File: src/rtl/fcs_pkg.sv
package fcs_pkg;
    localparam logic [7:0] CMD_UNLK1  = 8'hAA;
    localparam logic [7:0] CMD_UNLK2  = 8'h55;
    localparam logic [7:0] CMD_RESET  = 8'hF0;
    localparam logic [7:0] CMD_PROG   = 8'hA0;
    localparam logic [7:0] CMD_ERASE  = 8'h80;
    localparam logic [7:0] CMD_IDPROT = 8'h90;
    localparam logic [7:0] SEL_BULK   = 8'h10;
    localparam logic [7:0] SEL_SECT   = 8'h30;
    localparam logic [11:0] UNLK_ADDR1 = 12'h555;
    localparam logic [11:0] UNLK_ADDR2 = 12'hAAA;

    typedef enum logic [1:0] {
        M_READ   = 2'd0,
        M_STATUS = 2'd1,
        M_IDPROT = 2'd2,
        M_BUSY   = 2'd3
    } mode_e;

    typedef enum logic [1:0] {
        K_PROG = 2'd0,
        K_SECT = 2'd1,
        K_BULK = 2'd2
    } kind_e;
endpackage

File: src/rtl/fcs_unlock.sv
module fcs_unlock
    import fcs_pkg::*;
#(
    parameter int ADDR_W = 12
) (
    input  logic              clk,
    input  logic              rst_n,
    input  logic              wr_en,
    input  logic [ADDR_W-1:0] wr_addr,
    input  logic [7:0]        wr_data,
    input  logic              hold,
    output logic              cmd_valid,
    output logic              rst_cmd
);
    typedef enum logic [1:0] {U_IDLE, U_HALF, U_OPEN} ustate_e;
    ustate_e st_q, st_d;

    logic hit1, hit2;
    assign hit1 = (wr_addr[11:0] == UNLK_ADDR1) && (wr_data == CMD_UNLK1);
    assign hit2 = (wr_addr[11:0] == UNLK_ADDR2) && (wr_data == CMD_UNLK2);

    always_ff @(posedge clk) begin
        if (!rst_n) st_q <= U_IDLE;
        else        st_q <= st_d;
    end

    always_comb begin
        st_d = st_q;
        if (hold) begin
            st_d = U_IDLE;
        end else if (wr_en) begin
            unique case (st_q)
                U_IDLE:  st_d = hit1 ? U_HALF : U_IDLE;
                U_HALF:  st_d = hit2 ? U_OPEN : U_IDLE;
                U_OPEN:  st_d = U_IDLE;
                default: st_d = U_IDLE;
            endcase
        end
    end

    always_comb begin
        rst_cmd   = wr_en && !hold && (wr_data == CMD_RESET);
        cmd_valid = wr_en && !hold && (st_q == U_OPEN) && (wr_data != CMD_RESET);
    end
endmodule

File: src/rtl/fcs_timer.sv
module fcs_timer #(
    parameter int RECOVER_CYC = 64
) (
    input  logic clk,
    input  logic rst_n,
    input  logic load,
    output logic zero
);
    localparam int CW = $clog2(RECOVER_CYC + 1);
    localparam logic [CW-1:0] START = CW'(RECOVER_CYC - 1);
    logic [CW-1:0] cnt_q;

    always_ff @(posedge clk) begin
        if (!rst_n)             cnt_q <= '0;
        else if (load)          cnt_q <= START;
        else if (cnt_q != '0)   cnt_q <= cnt_q - 1'b1;
    end

    assign zero = (cnt_q == '0);
endmodule

File: src/rtl/fcs_ctrl.sv
module fcs_ctrl
    import fcs_pkg::*;
#(
    parameter int ADDR_W  = 12,
    parameter int SECTORS = 8
) (
    input  logic               clk,
    input  logic               rst_n,
    input  logic               wr_en,
    input  logic [ADDR_W-1:0]  wr_addr,
    input  logic [7:0]         wr_data,
    input  logic               cmd_valid,
    input  logic               rst_cmd,
    input  logic [SECTORS-1:0] prot_bits,
    input  logic               op_done,
    input  logic               op_fail,
    input  logic               tmr_zero,
    output logic               hold,
    output logic               tmr_load,
    output logic [1:0]         mode,
    output logic               op_start,
    output logic [1:0]         op_kind,
    output logic [ADDR_W-1:0]  op_addr,
    output logic [7:0]         op_data,
    output logic               op_abort
);
    localparam int SECT_W = $clog2(SECTORS);

    typedef enum logic [3:0] {
        S_READ, S_PGM_ARM, S_ERS_ARM, S_PGM_RUN, S_BULK_RUN,
        S_SECT_RUN, S_FAULT, S_IDPROT, S_RECOVER
    } cstate_e;
    cstate_e st_q, st_d;

    logic              launch, abort;
    kind_e             launch_kind;
    logic [SECT_W-1:0] sect_idx;
    logic              sect_locked, any_locked;

    assign sect_idx    = wr_addr[ADDR_W-1 -: SECT_W];
    assign sect_locked = prot_bits[sect_idx];
    assign any_locked  = |prot_bits;

    // state register
    always_ff @(posedge clk) begin
        if (!rst_n) st_q <= S_READ;
        else        st_q <= st_d;
    end

    // next state
    always_comb begin
        st_d        = st_q;
        launch      = 1'b0;
        launch_kind = K_PROG;
        abort       = 1'b0;
        unique case (st_q)
            S_READ: begin
                if (cmd_valid) begin
                    if (wr_data == CMD_PROG)        st_d = S_PGM_ARM;
                    else if (wr_data == CMD_ERASE)  st_d = S_ERS_ARM;
                    else if (wr_data == CMD_IDPROT) st_d = S_IDPROT;
                end
            end
            S_PGM_ARM: begin
                if (wr_en) begin
                    if (sect_locked) begin
                        st_d = S_READ;
                    end else begin
                        launch = 1'b1;
                        st_d   = S_PGM_RUN;
                    end
                end
            end
            S_ERS_ARM: begin
                if (wr_en) begin
                    st_d = S_READ;
                    if (wr_data == SEL_SECT && !sect_locked) begin
                        launch      = 1'b1;
                        launch_kind = K_SECT;
                        st_d        = S_SECT_RUN;
                    end else if (wr_data == SEL_BULK && !any_locked) begin
                        launch      = 1'b1;
                        launch_kind = K_BULK;
                        st_d        = S_BULK_RUN;
                    end
                end
            end
            S_PGM_RUN, S_BULK_RUN: begin
                if (op_fail)      st_d = S_FAULT;
                else if (op_done) st_d = S_READ;
            end
            S_SECT_RUN: begin
                if (op_fail)      st_d = S_FAULT;
                else if (op_done) st_d = S_READ;
                else if (rst_cmd) begin
                    abort = 1'b1;
                    st_d  = S_RECOVER;
                end
            end
            S_FAULT:   if (rst_cmd)  st_d = S_RECOVER;
            S_IDPROT:  if (rst_cmd)  st_d = S_READ;
            S_RECOVER: if (tmr_zero) st_d = S_READ;
            default:   st_d = S_READ;
        endcase
    end

    // outputs
    always_comb begin
        hold     = (st_q == S_PGM_ARM) || (st_q == S_ERS_ARM);
        tmr_load = (st_d == S_RECOVER) && (st_q != S_RECOVER);
        unique case (st_q)
            S_PGM_RUN, S_BULK_RUN, S_SECT_RUN, S_RECOVER: mode = M_BUSY;
            S_FAULT:  mode = M_STATUS;
            S_IDPROT: mode = M_IDPROT;
            default:  mode = M_READ;
        endcase
    end

    always_ff @(posedge clk) begin
        if (!rst_n) begin
            op_start <= 1'b0;
            op_abort <= 1'b0;
            op_kind  <= K_PROG;
            op_addr  <= '0;
            op_data  <= '0;
        end else begin
            op_start <= launch;
            op_abort <= abort;
            if (launch) begin
                op_kind <= launch_kind;
                op_addr <= wr_addr;
                op_data <= wr_data;
            end
        end
    end
endmodule

File: src/rtl/fcs_rdmux.sv
module fcs_rdmux
    import fcs_pkg::*;
#(
    parameter int         ADDR_W  = 12,
    parameter int         SECTORS = 8,
    parameter logic [7:0] DEV_ID  = 8'h5D
) (
    input  logic [1:0]         mode,
    input  logic [ADDR_W-1:0]  rd_addr,
    input  logic [7:0]         arr_q,
    input  logic [SECTORS-1:0] prot_bits,
    output logic [7:0]         rd_data
);
    logic [7:0] status_b;
    logic [7:0] prot_b;

    assign status_b = {mode == M_BUSY, 1'b0, mode == M_STATUS, 5'b0};
    assign prot_b   = 8'(prot_bits);

    always_comb begin
        unique case (mode)
            M_READ:   rd_data = arr_q;
            M_IDPROT: rd_data = (rd_addr == '0) ? DEV_ID : prot_b;
            default:  rd_data = status_b;
        endcase
    end
endmodule

File: src/rtl/flash_cmd_seq.sv
module flash_cmd_seq
    import fcs_pkg::*;
#(
    parameter int         ADDR_W      = 12,
    parameter int         SECTORS     = 8,
    parameter int         CLK_MHZ     = 250,
    parameter int         RECOVER_CYC = 64,
    parameter logic [7:0] DEV_ID      = 8'h5D
) (
    input  logic               clk,
    input  logic               rst_n,
    input  logic               wr_en,
    input  logic [ADDR_W-1:0]  wr_addr,
    input  logic [7:0]         wr_data,
    input  logic [ADDR_W-1:0]  rd_addr,
    input  logic [7:0]         arr_q,
    output logic [7:0]         rd_data,
    input  logic [SECTORS-1:0] prot_bits,
    output logic               op_start,
    output logic [1:0]         op_kind,
    output logic [ADDR_W-1:0]  op_addr,
    output logic [7:0]         op_data,
    output logic               op_abort,
    input  logic               op_done,
    input  logic               op_fail,
    output logic               busy,
    output logic [1:0]         mode
);
    // recovery window limit in clocks (25 us at CLK_MHZ)
    localparam int RECOVER_LIMIT = 25 * CLK_MHZ;
    localparam int RECOVER_USE   = (RECOVER_CYC > RECOVER_LIMIT) ? RECOVER_LIMIT : RECOVER_CYC;

    logic hold, cmd_valid, rst_cmd, tmr_load, tmr_zero;

    fcs_unlock #(.ADDR_W(ADDR_W)) u_unlock (
        .clk(clk), .rst_n(rst_n), .wr_en(wr_en), .wr_addr(wr_addr),
        .wr_data(wr_data), .hold(hold), .cmd_valid(cmd_valid), .rst_cmd(rst_cmd)
    );

    fcs_ctrl #(.ADDR_W(ADDR_W), .SECTORS(SECTORS)) u_ctrl (
        .clk(clk), .rst_n(rst_n), .wr_en(wr_en), .wr_addr(wr_addr),
        .wr_data(wr_data), .cmd_valid(cmd_valid), .rst_cmd(rst_cmd),
        .prot_bits(prot_bits), .op_done(op_done), .op_fail(op_fail),
        .tmr_zero(tmr_zero), .hold(hold), .tmr_load(tmr_load), .mode(mode),
        .op_start(op_start), .op_kind(op_kind), .op_addr(op_addr),
        .op_data(op_data), .op_abort(op_abort)
    );

    fcs_timer #(.RECOVER_CYC(RECOVER_USE)) u_timer (
        .clk(clk), .rst_n(rst_n), .load(tmr_load), .zero(tmr_zero)
    );

    fcs_rdmux #(.ADDR_W(ADDR_W), .SECTORS(SECTORS), .DEV_ID(DEV_ID)) u_rdmux (
        .mode(mode), .rd_addr(rd_addr), .arr_q(arr_q),
        .prot_bits(prot_bits), .rd_data(rd_data)
    );

    assign busy = (mode == M_BUSY);
endmodule

File: config.mk
export PLATFORM = sky130hd
export DESIGN_NAME = flash_cmd_seq
export DESIGN_NICKNAME = d
export VERILOG_FILES = /design/src/rtl/fcs_pkg.sv /design/src/rtl/fcs_unlock.sv /design/src/rtl/fcs_timer.sv /design/src/rtl/fcs_ctrl.sv /design/src/rtl/fcs_rdmux.sv /design/src/rtl/flash_cmd_seq.sv
export SDC_FILE = /design/constraint.sdc
export NUM_CORES = 1
export LEC_CHECK = 0
export BUFFER_PORTS_ARGS = -buffer_cell sky130_fd_sc_hd__buf_4
export CAP_MARGIN = 20
export CORE_AREA = 2 2 71 73
export DETAILED_ROUTE_END_ITERATION = 8
export DIE_AREA = 0 0 73 75
export GPL_TIMING_DRIVEN = 0
export PLACE_DENSITY = 0.78
export SKIP_CTS_REPAIR_TIMING = 1
export SLEW_MARGIN = 20
export SYNTH_ARGS = -nofsm -noshare
export SYNTH_HDL_FRONTEND = slang
export SYNTH_SLANG_ARGS = --single-unit
File: constraint.sdc
create_clock -name clk -period 2.2 [get_ports clk]
set_input_delay 0.22 -clock clk [delete_from_list [all_inputs] [get_ports clk]]
set_output_delay 0.22 -clock clk [all_outputs]
set_load 0.02 [all_outputs]
# Word-level counts from Yosys, hierarchy flattened

Index checks and enable logic that the tools add are counted.

$add $sub $neg: 1
Order comparisons: 1
Eq/ne operators: 26
Mux-type cells: 38
Bitwise operators: 2
Reduce and logical (&&, ||, !) cells: 26

Operators by type and width:

| cell                                                               | number |
|---|---|
| 4-bit 2-to-1 mux                                                   | 14 |
| 8-bit == test, second input constant                               | 5 |
| 4-bit one-hot mux with 8 select lines                              | 1 |
| 4-bit by 3-bit == test with 1-bit output, second input constant    | 4 |
| 8-bit one-hot mux with 2 select lines                              | 1 |
| 12-bit by 11-bit == test with 1-bit output, second input constant  | 1 |
| 12-bit == test, second input constant                              | 1 |
| 12-bit logical NOT                                                 | 1 |
| 2-bit 2-to-1 mux                                                   | 6 |
| 6-bit 2-to-1 mux                                                   | 2 |
| 1-bit logical AND                                                  | 9 |
| 4-bit by 2-bit == test with 1-bit output, second input constant    | 2 |
| 4-bit == test, second input constant                               | 2 |
| 8-bit by 5-bit == test with 1-bit output, second input constant    | 1 |
| 8-bit by 6-bit == test with 1-bit output, second input constant    | 1 |
| 8-bit by 7-bit == test with 1-bit output, second input constant    | 1 |
| 1-bit 2-to-1 mux                                                   | 8 |
| 8-bit 2-to-1 mux                                                   | 1 |
| 8-bit inequality test, second input constant                       | 1 |
| 4-bit OR reduction                                                 | 2 |
| 8-bit OR reduction                                                 | 1 |
| 7-bit logical NOT                                                  | 1 |
| 7-bit nonzero test                                                 | 1 |
| 7-bit by 1-bit subtractor with 7-bit output, second input constant | 1 |
| 17 further kinds                                                   | 26 |

Register bits after elaboration: 37
Bits of input ports: 53
Output and inout bits: 35
Logic and storage cells: 103

# Longest topological paths before layout

Gate-level depths: netlist of run 1.

Depth after elaboration: 12
Gate-level depth with buffers: 8
Depth with buffers taken out: 7

# Hierarchy

A second synthesis of run 1 with hierarchy kept.

Cell total of the unflattened synthesis: 335
Area, all modules: 2648.8 sq um

By module, submodules not included:

| module        | instances | cells each | area an instance (sq um) | sequential area each (sq um) |
|---|---|---|---|---|
| fcs_ctrl      | 1         | 231        | 1784.2                   | 560.5 |
| fcs_timer     | 1         | 48         | 421.7                    | 140.1 |
| fcs_unlock    | 1         | 26         | 256.5                    | 40.0 |
| fcs_rdmux     | 1         | 29         | 180.2                    | 0.0 |
| flash_cmd_seq | 1         | 1          | 6.3                      | 0.0 |

# Least setup slack after synthesis of run 1

Ideal clock, no wire load.

Path type: flip-flop to output port
Start: register u_ctrl.st_q[0]
End: output rd_data[0]
Arrival: 1.897 ns
Required time: 1.980 ns
Setup slack: 0.083 ns
Stages on the path, launching flop included: 7
Path buffers: 1
Cells stage by stage: dfxtp_1 buf_1 nor2_1 a21oi_1 o32a_1 o21ai_1 nor3_1

Longest elaborated chain between the ends: 5
Elaborated cells between the ends (all ways): 11
Classes of those cells: eq/ne (7); mux (2); reduce/logical (2)

RTL lines:

| item                                                                   | RTL line            | text |
|---|---|---|
| start, declared                                                        | fcs_ctrl.sv:33      | `cstate_e st_q, st_d;` |
| start signal, assigned                                                 | fcs_ctrl.sv:47      | `else st_q <= st_d;` |
| 4-bit by 2-bit == test with 1-bit output, or another cell as far along | fcs_ctrl.sv:111     | `unique case (st_q)` |
| 4-bit OR reduction                                                     | fcs_ctrl.sv:111     |  |
| 2-bit one-hot mux with 3 select lines *                                | fcs_ctrl.sv:111     |  |
| via mode[0]                                                            | flash_cmd_seq.sv:27 | `output logic [1:0] mode` |
| 2-bit == test or 2-bit logical NOT (tied branches)                     | fcs_rdmux.sv:21     | `unique case (mode)` |
| 8-bit one-hot mux with 2 select lines *                                | fcs_rdmux.sv:21     |  |
| end, declared                                                          | flash_cmd_seq.sv:17 | `output logic [7:0] rd_data,` |

The timed path passes the listed nets; every way through them passes the cells marked *.

# Worst setup path after layout of run 1

Start: register u_ctrl.st_q[2]
End: output rd_data[0]

Longest elaborated chain between the ends: 5
Elaborated cells between the ends (all ways): 11
Classes of those cells: eq/ne (7); mux (2); reduce/logical (2)

RTL lines:

| item                                                                   | RTL line |
|---|---|
| 4-bit by 2-bit == test with 1-bit output, or another cell as far along | fcs_ctrl.sv:111 |
| 4-bit OR reduction                                                     | fcs_ctrl.sv:111 |
| 2-bit one-hot mux with 3 select lines *                                | fcs_ctrl.sv:111 |
| 2-bit == test or 2-bit logical NOT (tied branches)                     | fcs_rdmux.sv:21 |
| 8-bit one-hot mux with 2 select lines *                                | fcs_rdmux.sv:21 |

Every way passes the cells marked *; elsewhere a longest branch is shown, timed or not.

==> results.sh, run 1 <==
export IMPL_syn_area_per_cell_um2=7.89
export IMPL_vias=2423
export IMPL_r2r_end="u_timer.cnt_q[4]"
export IMPL_finalSetupTns_ps=0
export IMPL_cts_htree_levels=2
export IMPL_power_uw=1690
export IMPL_synth_area_um2=2220
export IMPL_boundaryPins=88
export IMPL_cts_made_buffers=5
export IMPL_power_share_clock_pct=26.5
export IMPL_yosysUniqueCellTypes=49
export IMPL_overflow=0
export IMPL_required_ps=1980
export IMPL_dp_cells=421
export IMPL_synth_top_area_share_pct=33.4
export IMPL_wl_per_cell_um=14.4
export IMPL_place_port_buffers=86
export IMPL_cts_root_buf="clkbuf_8"
export IMPL_synthTopCellsByCount="nand2_1, dfxtp_1, mux2i_1, nor2_1, nor3_1"
export IMPL_power_switching_uw=509
export IMPL_fp_dieW_um=73
export IMPL_clk_latency_ps=280
export IMPL_route_detailed_drc=0
export IMPL_reg2regPathDepth=7
export IMPL_ys_seq_area_share_pct=33.4
export IMPL_finalSetupViolCount=0
export IMPL_core_um2=4660
export IMPL_async_flop_share_pct=0
export IMPL_cts_tree="yes"
export IMPL_clk_pin_slew_worst_paths_ps=70
export IMPL_p_sw_share_pct=30.2
export IMPL_max_freq_ghz=0.479
export IMPL_final_nets=427
export IMPL_area_growth_pct=37.1
export IMPL_vias_per_cell=5.66
export IMPL_postRouteAntennaNets=0
export IMPL_gp_congestion=0.841
export IMPL_syn_inst=281
export IMPL_die_h_um=75
export IMPL_rows=25
export IMPL_hold_violations=0
export IMPL_hpwlAfterDp_mm=4.93
export IMPL_synth_ff_type="dfxtp_1"
export IMPL_drtIter0Drc=86
export IMPL_dieArea_um2=5480
export IMPL_final_util_pct=65.3
export IMPL_post_route_cell_area_um2=3040
export IMPL_synth_area_top_cells="dfxtp_1, nand2_1, mux2i_1"
export IMPL_p_comb_share_pct=28.0
export IMPL_place_area_um2=2930
export IMPL_firstDrtPassIters=4
export IMPL_cp_end_kind="output port"
export IMPL_n_antenna_cell=0
export IMPL_grt_pass1_vias=2253
export IMPL_min_period_over_period_pct=94.9
export IMPL_p_int_uw=1180
export IMPL_grt_pass1_wl_mm=9.72
export IMPL_finalWirelength_mm=6.15
export IMPL_finClkSkew_ps=2.89
export IMPL_grt_antenna_before_repair=0
export IMPL_grt_max_degree=12
export IMPL_slew_headroom_pct=65.8
export IMPL_start_kind="register"
export IMPL_fin_cells=428
export IMPL_path_max_fanout=10
export IMPL_hold_depth=3
export IMPL_clock_sinks=37
export IMPL_seqPwrFrac_pct=45.5
export IMPL_clock_path_buffers=2
export IMPL_maxCapViolations=0
export IMPL_irDropWorstVdd_uv=254
export IMPL_worst_pin_slew_ps=514
export IMPL_syn_nets=335
export IMPL_grt_usage_pct=22.4
export IMPL_rr_startpoint="u_timer.cnt_q[0]"
export IMPL_synth_edf_count=0
export IMPL_slew_violations=0
export IMPL_yosys_warnings=0
export IMPL_yosysMostFrequentCell="nand2_1"
export IMPL_fin_crit_ps=2090
export IMPL_hold_path_startpoint="wr_addr[7]"
export IMPL_drive_gt1_share_pct=29.4
export IMPL_ff2ff_setup_slack_ps=170
export IMPL_start_util_pct=47.6
export IMPL_leakage_uw=0.00141
export IMPL_power_density_nw_per_um2=554
export IMPL_ys_seq_elements=37
export IMPL_status="finished, final reports clean"
export IMPL_yosys_area_top_type="dfxtp_1"
export IMPL_arrival_ps=1870
export IMPL_hold_end="u_ctrl.op_addr[7]"
export IMPL_path_class="register to output port"
export IMPL_hold_path_class="input port to register"
through the flow:
stage | hold slack, ps | worst slack (ps)
floorplan | 352 | 82.7
detailed placement | 453 | -55.5
finish | 196 | 113
CTS | 192 | -378
global placement | 446 | 32.9
global route | 194 | -3.07
layout by cell type (no fill, tap or decap), types with 2 or more instances in the layout:
cell | Yosys | routed
buf_4 | 0 | 88
nand2_1 | 59 | 59
dfxtp_1 | 37 | 36
mux2i_1 | 20 | 20
nor2_1 | 19 | 19
nor3_1 | 19 | 18
a21oi_1 | 16 | 16
nand3_1 | 10 | 10
inv_1 | 8 | 8
nor4_1 | 8 | 8
clkbuf_1 | 10 | 8
nor2b_1 | 6 | 5
nor4bb_1 | 5 | 5
clkbuf_8 | 0 | 5
o22ai_1 | 3 | 3
or4_1 | 3 | 3
o21ai_0 | 3 | 3
a31oi_1 | 3 | 3
nand4_1 | 3 | 3
xnor2_1 | 3 | 3
o31ai_1 | 3 | 3
xor2_1 | 3 | 3
and3_1 | 2 | 2
nor3b_1 | 2 | 2
nand3b_1 | 2 | 2
mux4_1 | 2 | 2
o21a_1 | 2 | 2
nor2_2 | 2 | 2
buf_6 | 2 | 2
or4b_1 | 2 | 2
and4b_1 | 2 | 2
clkinv_2 | 0 | 2
worst max-delay path by stage:
stage / startpoint / cells after the start / slack, ps / end
after global routing: u_ctrl.st_q[2] / 5 / -3 / rd_data[0]
after floorplan: u_ctrl.st_q[0] / 6 / 80 / rd_data[0]
after CTS: u_ctrl.st_q[0] / 6 / -380 / rd_data[1]
final: u_ctrl.st_q[2] / 7 / 110 / rd_data[0]
after detailed placement: u_ctrl.st_q[0] / 6 / -60 / rd_data[1]
after global placement: u_ctrl.st_q[0] / 6 / 30 / rd_data[0]
flip-flops by register name, summed over array words and instances (netlist names):
name / count
u_unlock.st_q: 2
u_ctrl.op_kind: 2
u_ctrl.st_q: 4
u_ctrl.op_start: 1
u_timer.cnt_q: 7
u_ctrl.op_abort: 1
u_ctrl.op_addr: 12
u_ctrl.op_data: 8
final cells by class:
| cell class | count | area [um2] |
|---|---|---|
| multi-input combinational | 221 | 1390 |
| clock buffer | 6 | 72.6 |
| timing repair buffer | 87 | 653 |
| tap | 54 | 67.6 |
| sequential | 37 | 742 |
| inverter | 9 | 33.8 |
| clock inverter | 2 | 10.0 |
| buffer | 12 | 68.8 |
| fill | 425 | 1620 |
layer usage:
| metal | global-route usage, % | vias to the layer above | share of wire [%] |
|---|---|---|---|
| li1 | - | 1198 | - |
| met5 | 0 | - | 0 |
| met1 | 26.3 | 1129 | 43 |
| met3 | 4.69 | 9 | 5.7 |
| met2 | 40.5 | 87 | 50 |
| met4 | 7.61 | 0 | 1.6 |
worst max-delay path: stages, from the launching register on:
cell and delay (ps):
dfxtp_1 400, clkbuf_4 230, nor2_1 50, a21oi_1 140
o32a_1 220, o21ai_2 130, nor3_1 230, buf_4 170
cell families (layout without fill, tap and decap cells):
group | Yosys count | count (layout) | share of synthesized area (%)
flip-flops | 37 | 37 | 33.4
XOR/XNOR | 6 | 6 | 2.37
multiplexers | 23 | 23 | 12.1
AND/OR/NAND/NOR | 149 | 149 | 34.7
adder cells (fa/ha/maj) | 1 | 1 | 0.564
buffers and inverters | 23 | 116 | 4.57
AO/OA/AOI/OAI | 42 | 42 | 12.4
power by group through the flow:
stage	Clock, uW	Sequential, uW	Combinational, uW
floorplan	0	771	323
global placement	0	779	461
detailed placement	0	780	477
CTS	454	767	479
global route	477	774	531
finish	448	767	471
Power figures use the tool's default switching activity.
==> run 2: changes to the inputs <==
MAX_ROUTING_LAYER = met4   (was default)
SLEW_MARGIN = 10   (was 20)
==> run 2 against run 1 <==
Compared with the run above:
- clock skew barely moved
- clock power about the same
- register-to-register slack about the same
- setup slack improved by 4.0 ps
- wire length is 0.39% lower
- combinational power hardly changed
- sequential share of layout area did not move
- final cell count did not move
- first-iteration DRC count increased by 3.5%
- global-route usage increased by 0.70 points
- non-clock buffer count stayed put
- critical path type unchanged
- critical endpoint unchanged
- largest cell class unchanged
==> results.sh, run 2 (same netlist as run 1, synthesis figures left out) <==
export IMPL_arrival_ps=1860
export IMPL_clk_latency_ps=280
export IMPL_rows=25
export IMPL_area_growth_pct=37.1
export IMPL_final_util_pct=65.3
export IMPL_fillCellCount=425
export IMPL_rr_startpoint="u_timer.cnt_q[0]"
export IMPL_path_max_fanout=10
export IMPL_vias_per_cell=5.67
export IMPL_hpwlAfterDp_mm=4.93
export IMPL_firstDrtPassIters=4
export IMPL_post_route_cell_area_um2=3040
export IMPL_dpl_worst_slack_ps=-55.5
export IMPL_dieArea_um2=5480
export IMPL_power_density_nw_per_um2=554
export IMPL_die_h_um=75
export IMPL_drive_gt1_share_pct=29.4
export IMPL_reg_largest_list="u_ctrl.op_addr x12, u_ctrl.op_data x8, u_timer.cnt_q x7"
export IMPL_clk_pin_slew_worst_paths_ps=70
export IMPL_boundaryPins=88
export IMPL_leakage_uw=0.00141
export IMPL_overflow=0
export IMPL_multi_input_area_um2=1390
export IMPL_postRouteAntennaNets=0
export IMPL_final_nets=427
export IMPL_cpPeakStageDelay_ps=400
export IMPL_max_freq_ghz=0.480
export IMPL_grt_pass1_wl_mm=9.72
export IMPL_final_cell_mix="buf_4, nand2_1, dfxtp_1"
export IMPL_vias=2425
export IMPL_irDropWorstVdd_uv=255
export IMPL_clock_path_buffers=2
export IMPL_largest_reg_flops=12
export IMPL_cts_root_buf="clkbuf_8"
export IMPL_ff2ff_setup_slack_ps=180
export IMPL_cp_end_kind="output port"
export IMPL_min_period_over_period_pct=94.7
export IMPL_path_buf_inv=2
export IMPL_hold_violations=0
export IMPL_cts_made_buffers=5
export IMPL_clock_sinks=37
export IMPL_place_area_um2=2930
export IMPL_cts_tree="yes"
export IMPL_path_cells="clkbuf_4 -> nor2_1 -> a21oi_1 -> o32a_1 -> o21ai_2 -> nor3_1 -> buf_4"
export IMPL_seqCellArea_um2=742
export IMPL_grt_pass1_vias=2255
export IMPL_slew_violations=0
export IMPL_critPathTopFamily="compound AO/OA/AOI/OAI gates"
export IMPL_finalWirelength_mm=6.13
export IMPL_core_um2=4660
export IMPL_status="finished, final reports clean"
export IMPL_holdWs_ps=196
export IMPL_required_ps=1980
export IMPL_path_class="register to output port"
export IMPL_hold_path_class="input port to register"
export IMPL_n_antenna_cell=0
export IMPL_hold_path_startpoint="wr_addr[7]"
export IMPL_dp_cells=421
export IMPL_place_port_buffers=86
export IMPL_fin_crit_ps=2080
export IMPL_finClkSkew_ps=3.20
export IMPL_slowest_stage="dfxtp_1"
export IMPL_drtIter0Drc=89
export IMPL_fp_dieW_um=73
export IMPL_crit_start="u_ctrl.st_q[2]"
export IMPL_start_util_pct=47.6
export IMPL_route_detailed_drc=0
export IMPL_fin_cells=428
export IMPL_start_kind="register"
export IMPL_cts_htree_levels=2
export IMPL_maxCapViolations=0
export IMPL_top_register="u_ctrl.op_addr"
export IMPL_grt_max_degree=12
export IMPL_finalSetupViolCount=0
export IMPL_wl_per_cell_um=14.3
export IMPL_slew_headroom_pct=68.4
export IMPL_grt_usage_pct=23.1
export IMPL_gp_congestion=0.854
export IMPL_worst_pin_slew_ps=471
export IMPL_fin_ws_ps=117
export IMPL_layout_commonest_cell="buf_4"
export IMPL_grt_antenna_before_repair=0
==> run 2: cell counts in the layout (fill, tap and decap cells not counted) <==
No cell type changed its count.
==> run 2: power breakdown <==
group / internal, uW / switching [uW]
sequential: 721 / 46.7
combinational: 238 / 233
clock: 219 / 227
==> run 2: area by class of cell <==
| type | instances | share of cell area (%) |
|---|---|---|
| multi-input cells | 221 | 45.8 |
| flip-flops and latches | 37 | 24.4 |
| repair buffers | 87 | 21.5 |
| clock buffers | 6 | 2.39 |
| plain buffers | 12 | 2.26 |
| well taps | 54 | 2.22 |
| inverters | 9 | 1.11 |
| clock inverters | 2 | 0.329 |
==> run 2: worst paths after layout <==
kind	to	depth (start not counted)
hold / removal	u_ctrl.op_addr[7]	3
hold reg to reg	u_ctrl.op_addr[5]	2
setup reg to reg	u_timer.cnt_q[4]	7
setup / recovery	rd_data[0]	7
==> run 2: worst min-delay path: cells and delay by family <==
family                 cells  cell delay, ps
multiplexers               1              50
buffers and inverters      1             120
AND/OR/NAND/NOR            1              50
==> run 2: metal layers <==
layer,wire [um],up-vias,global-route usage [%]
li1,-,1196,-
met1,2650,1129,26.7
met2,3040,91,40.5
met3,329,9,4.15
met4,100,0,7.61
met5,0,-,-
==> run 2: metrics by stage <==
step / total power, uW / setup TNS, ps
CTS: 1700 / -2170
global placement: 1240 / 0
floorplan: 1090 / 0
finish: 1680 / 0
detailed placement: 1260 / -67.7
global route: 1780 / -3.07
==> run 3: changes to the inputs <==
GPL_TIMING_DRIVEN = default   (was 0)
==> run 3 against run 2 <==
Compared with the run above:
- final cell count grew 0.70%
- global-route usage rose by 0.23 points
- sequential power hardly changed
- critical path type unchanged
- count of clock-buffer cells in the layout unchanged
- wire length is 2.2% higher
==> results.sh, run 3 (same netlist as run 1, synthesis figures left out) <==
export IMPL_status="finished, final reports clean"
export IMPL_hold_path_class="input port to register"
export IMPL_clk_latency_ps=290
export IMPL_boundaryPins=88
export IMPL_clk_pin_slew_worst_paths_ps=70
export IMPL_dpl_worst_slack_ps=124
export IMPL_finalWirelength_mm=6.26
export IMPL_final_cell_mix="buf_4, nand2_1, dfxtp_1"
export IMPL_fin_ws_ps=59.9
export IMPL_grt_usage_pct=23.4
export IMPL_area_growth_pct=42.8
export IMPL_power_density_nw_per_um2=583
export IMPL_vias=2430
export IMPL_overflow=0
export IMPL_rows=25
export IMPL_min_period_over_period_pct=97.3
export IMPL_grt_max_degree=48
export IMPL_arrival_ps=1920
export IMPL_required_ps=1980
export IMPL_cp_end_kind="output port"
export IMPL_maxCapViolations=0
export IMPL_grt_pass1_wl_mm=9.80
export IMPL_multi_input_area_um2=1420
export IMPL_cts_tree="yes"
export IMPL_n_antenna_cell=0
export IMPL_fillCellCount=382
export IMPL_grt_antenna_before_repair=0
export IMPL_largest_reg_flops=12
export IMPL_wl_per_cell_um=14.5
export IMPL_top_register="u_ctrl.op_addr"
export IMPL_seqCellArea_um2=742
export IMPL_worst_pin_slew_ps=505
export IMPL_finalSetupViolCount=0
export IMPL_dieArea_um2=5480
export IMPL_core_um2=4660
export IMPL_clock_path_buffers=2
export IMPL_slew_violations=0
export IMPL_postRouteAntennaNets=0
export IMPL_drtIter0Drc=126
export IMPL_fp_dieW_um=73
export IMPL_die_h_um=75
export IMPL_path_class="register to output port"
export IMPL_vias_per_cell=5.64
export IMPL_max_freq_ghz=0.467
export IMPL_final_nets=430
export IMPL_cts_made_buffers=5
export IMPL_layout_commonest_cell="buf_4"
export IMPL_start_util_pct=47.6
export IMPL_finClkSkew_ps=4.95
export IMPL_grt_pass1_vias=2247
export IMPL_fin_crit_ps=2140
export IMPL_path_max_fanout=11
export IMPL_place_port_buffers=87
export IMPL_clock_sinks=37
export IMPL_final_util_pct=68.0
export IMPL_route_detailed_drc=0
export IMPL_firstDrtPassIters=4
export IMPL_start_kind="register"
export IMPL_hold_violations=0
export IMPL_cts_htree_levels=2
export IMPL_slew_headroom_pct=66.3
export IMPL_irDropWorstVdd_uv=375
export IMPL_drive_gt1_share_pct=33.4
export IMPL_cts_root_buf="clkbuf_8"
export IMPL_leakage_uw=0.00148
export IMPL_reg_largest_list="u_ctrl.op_addr x12, u_ctrl.op_data x8, u_timer.cnt_q x7"
export IMPL_hpwlAfterDp_mm=4.81
export IMPL_gp_congestion=0.863
run 3: routing by layer:
metal	vias up	routed length (um)	track usage [%]
li1	1211	-	-
met1	1119	2720	28.3
met2	94	3100	39.3
met3	6	361	3.75
met4	0	82	8.23
met5	-	0	-
run 3: worst paths after layout:
check	end	start	slack (ps)	cells after the start
setup / recovery	rd_data[2]	u_ctrl.st_q[2]	60	8
setup reg to reg	u_timer.cnt_q[4]	u_timer.cnt_q[0]	190	7
hold / removal	u_ctrl.op_addr[3]	wr_addr[3]	190	3
hold reg to reg	u_ctrl.op_data[5]	u_ctrl.op_data[5]	460	2
run 3: area by class of cell:
| type | count | area share [%] |
|---|---|---|
| inverter | 9 | 1.07 |
| clock inverter | 2 | 1.18 |
| tap | 54 | 2.13 |
| sequential | 37 | 23.4 |
| timing repair buffer | 102 | 24.6 |
| multi-input combinational | 221 | 44.9 |
| clock buffer | 6 | 2.61 |
run 3: power by group:
group          internal (uW)  total (uW)  switching, uW
clock network            368         611            243
registers                720         766           45.3
logic                    241         472            230
total                   1330        1850            518
run 3: stage by stage:
stage	instance area [um2]	std cells	setup TNS (ps)	hold slack, ps	power (uW)
final	3170	431	0	189	1850
after global routing	3170	431	-46.0	186	1960
after CTS	3100	429	0	184	1850
after detailed placement	2980	421	0	453	1240
after global placement	2960	420	0	445	1230
after floorplan	2220	281	0	352	1090
run 3: worst max-delay path: stages (launching register included):
cell and delay, ps:
dfxtp_2 340, buf_4 170, nor2b_2 190, a21oi_1 130
o32a_1 190, o21ai_1 90, buf_6 150, nor3_4 200
buf_4 170
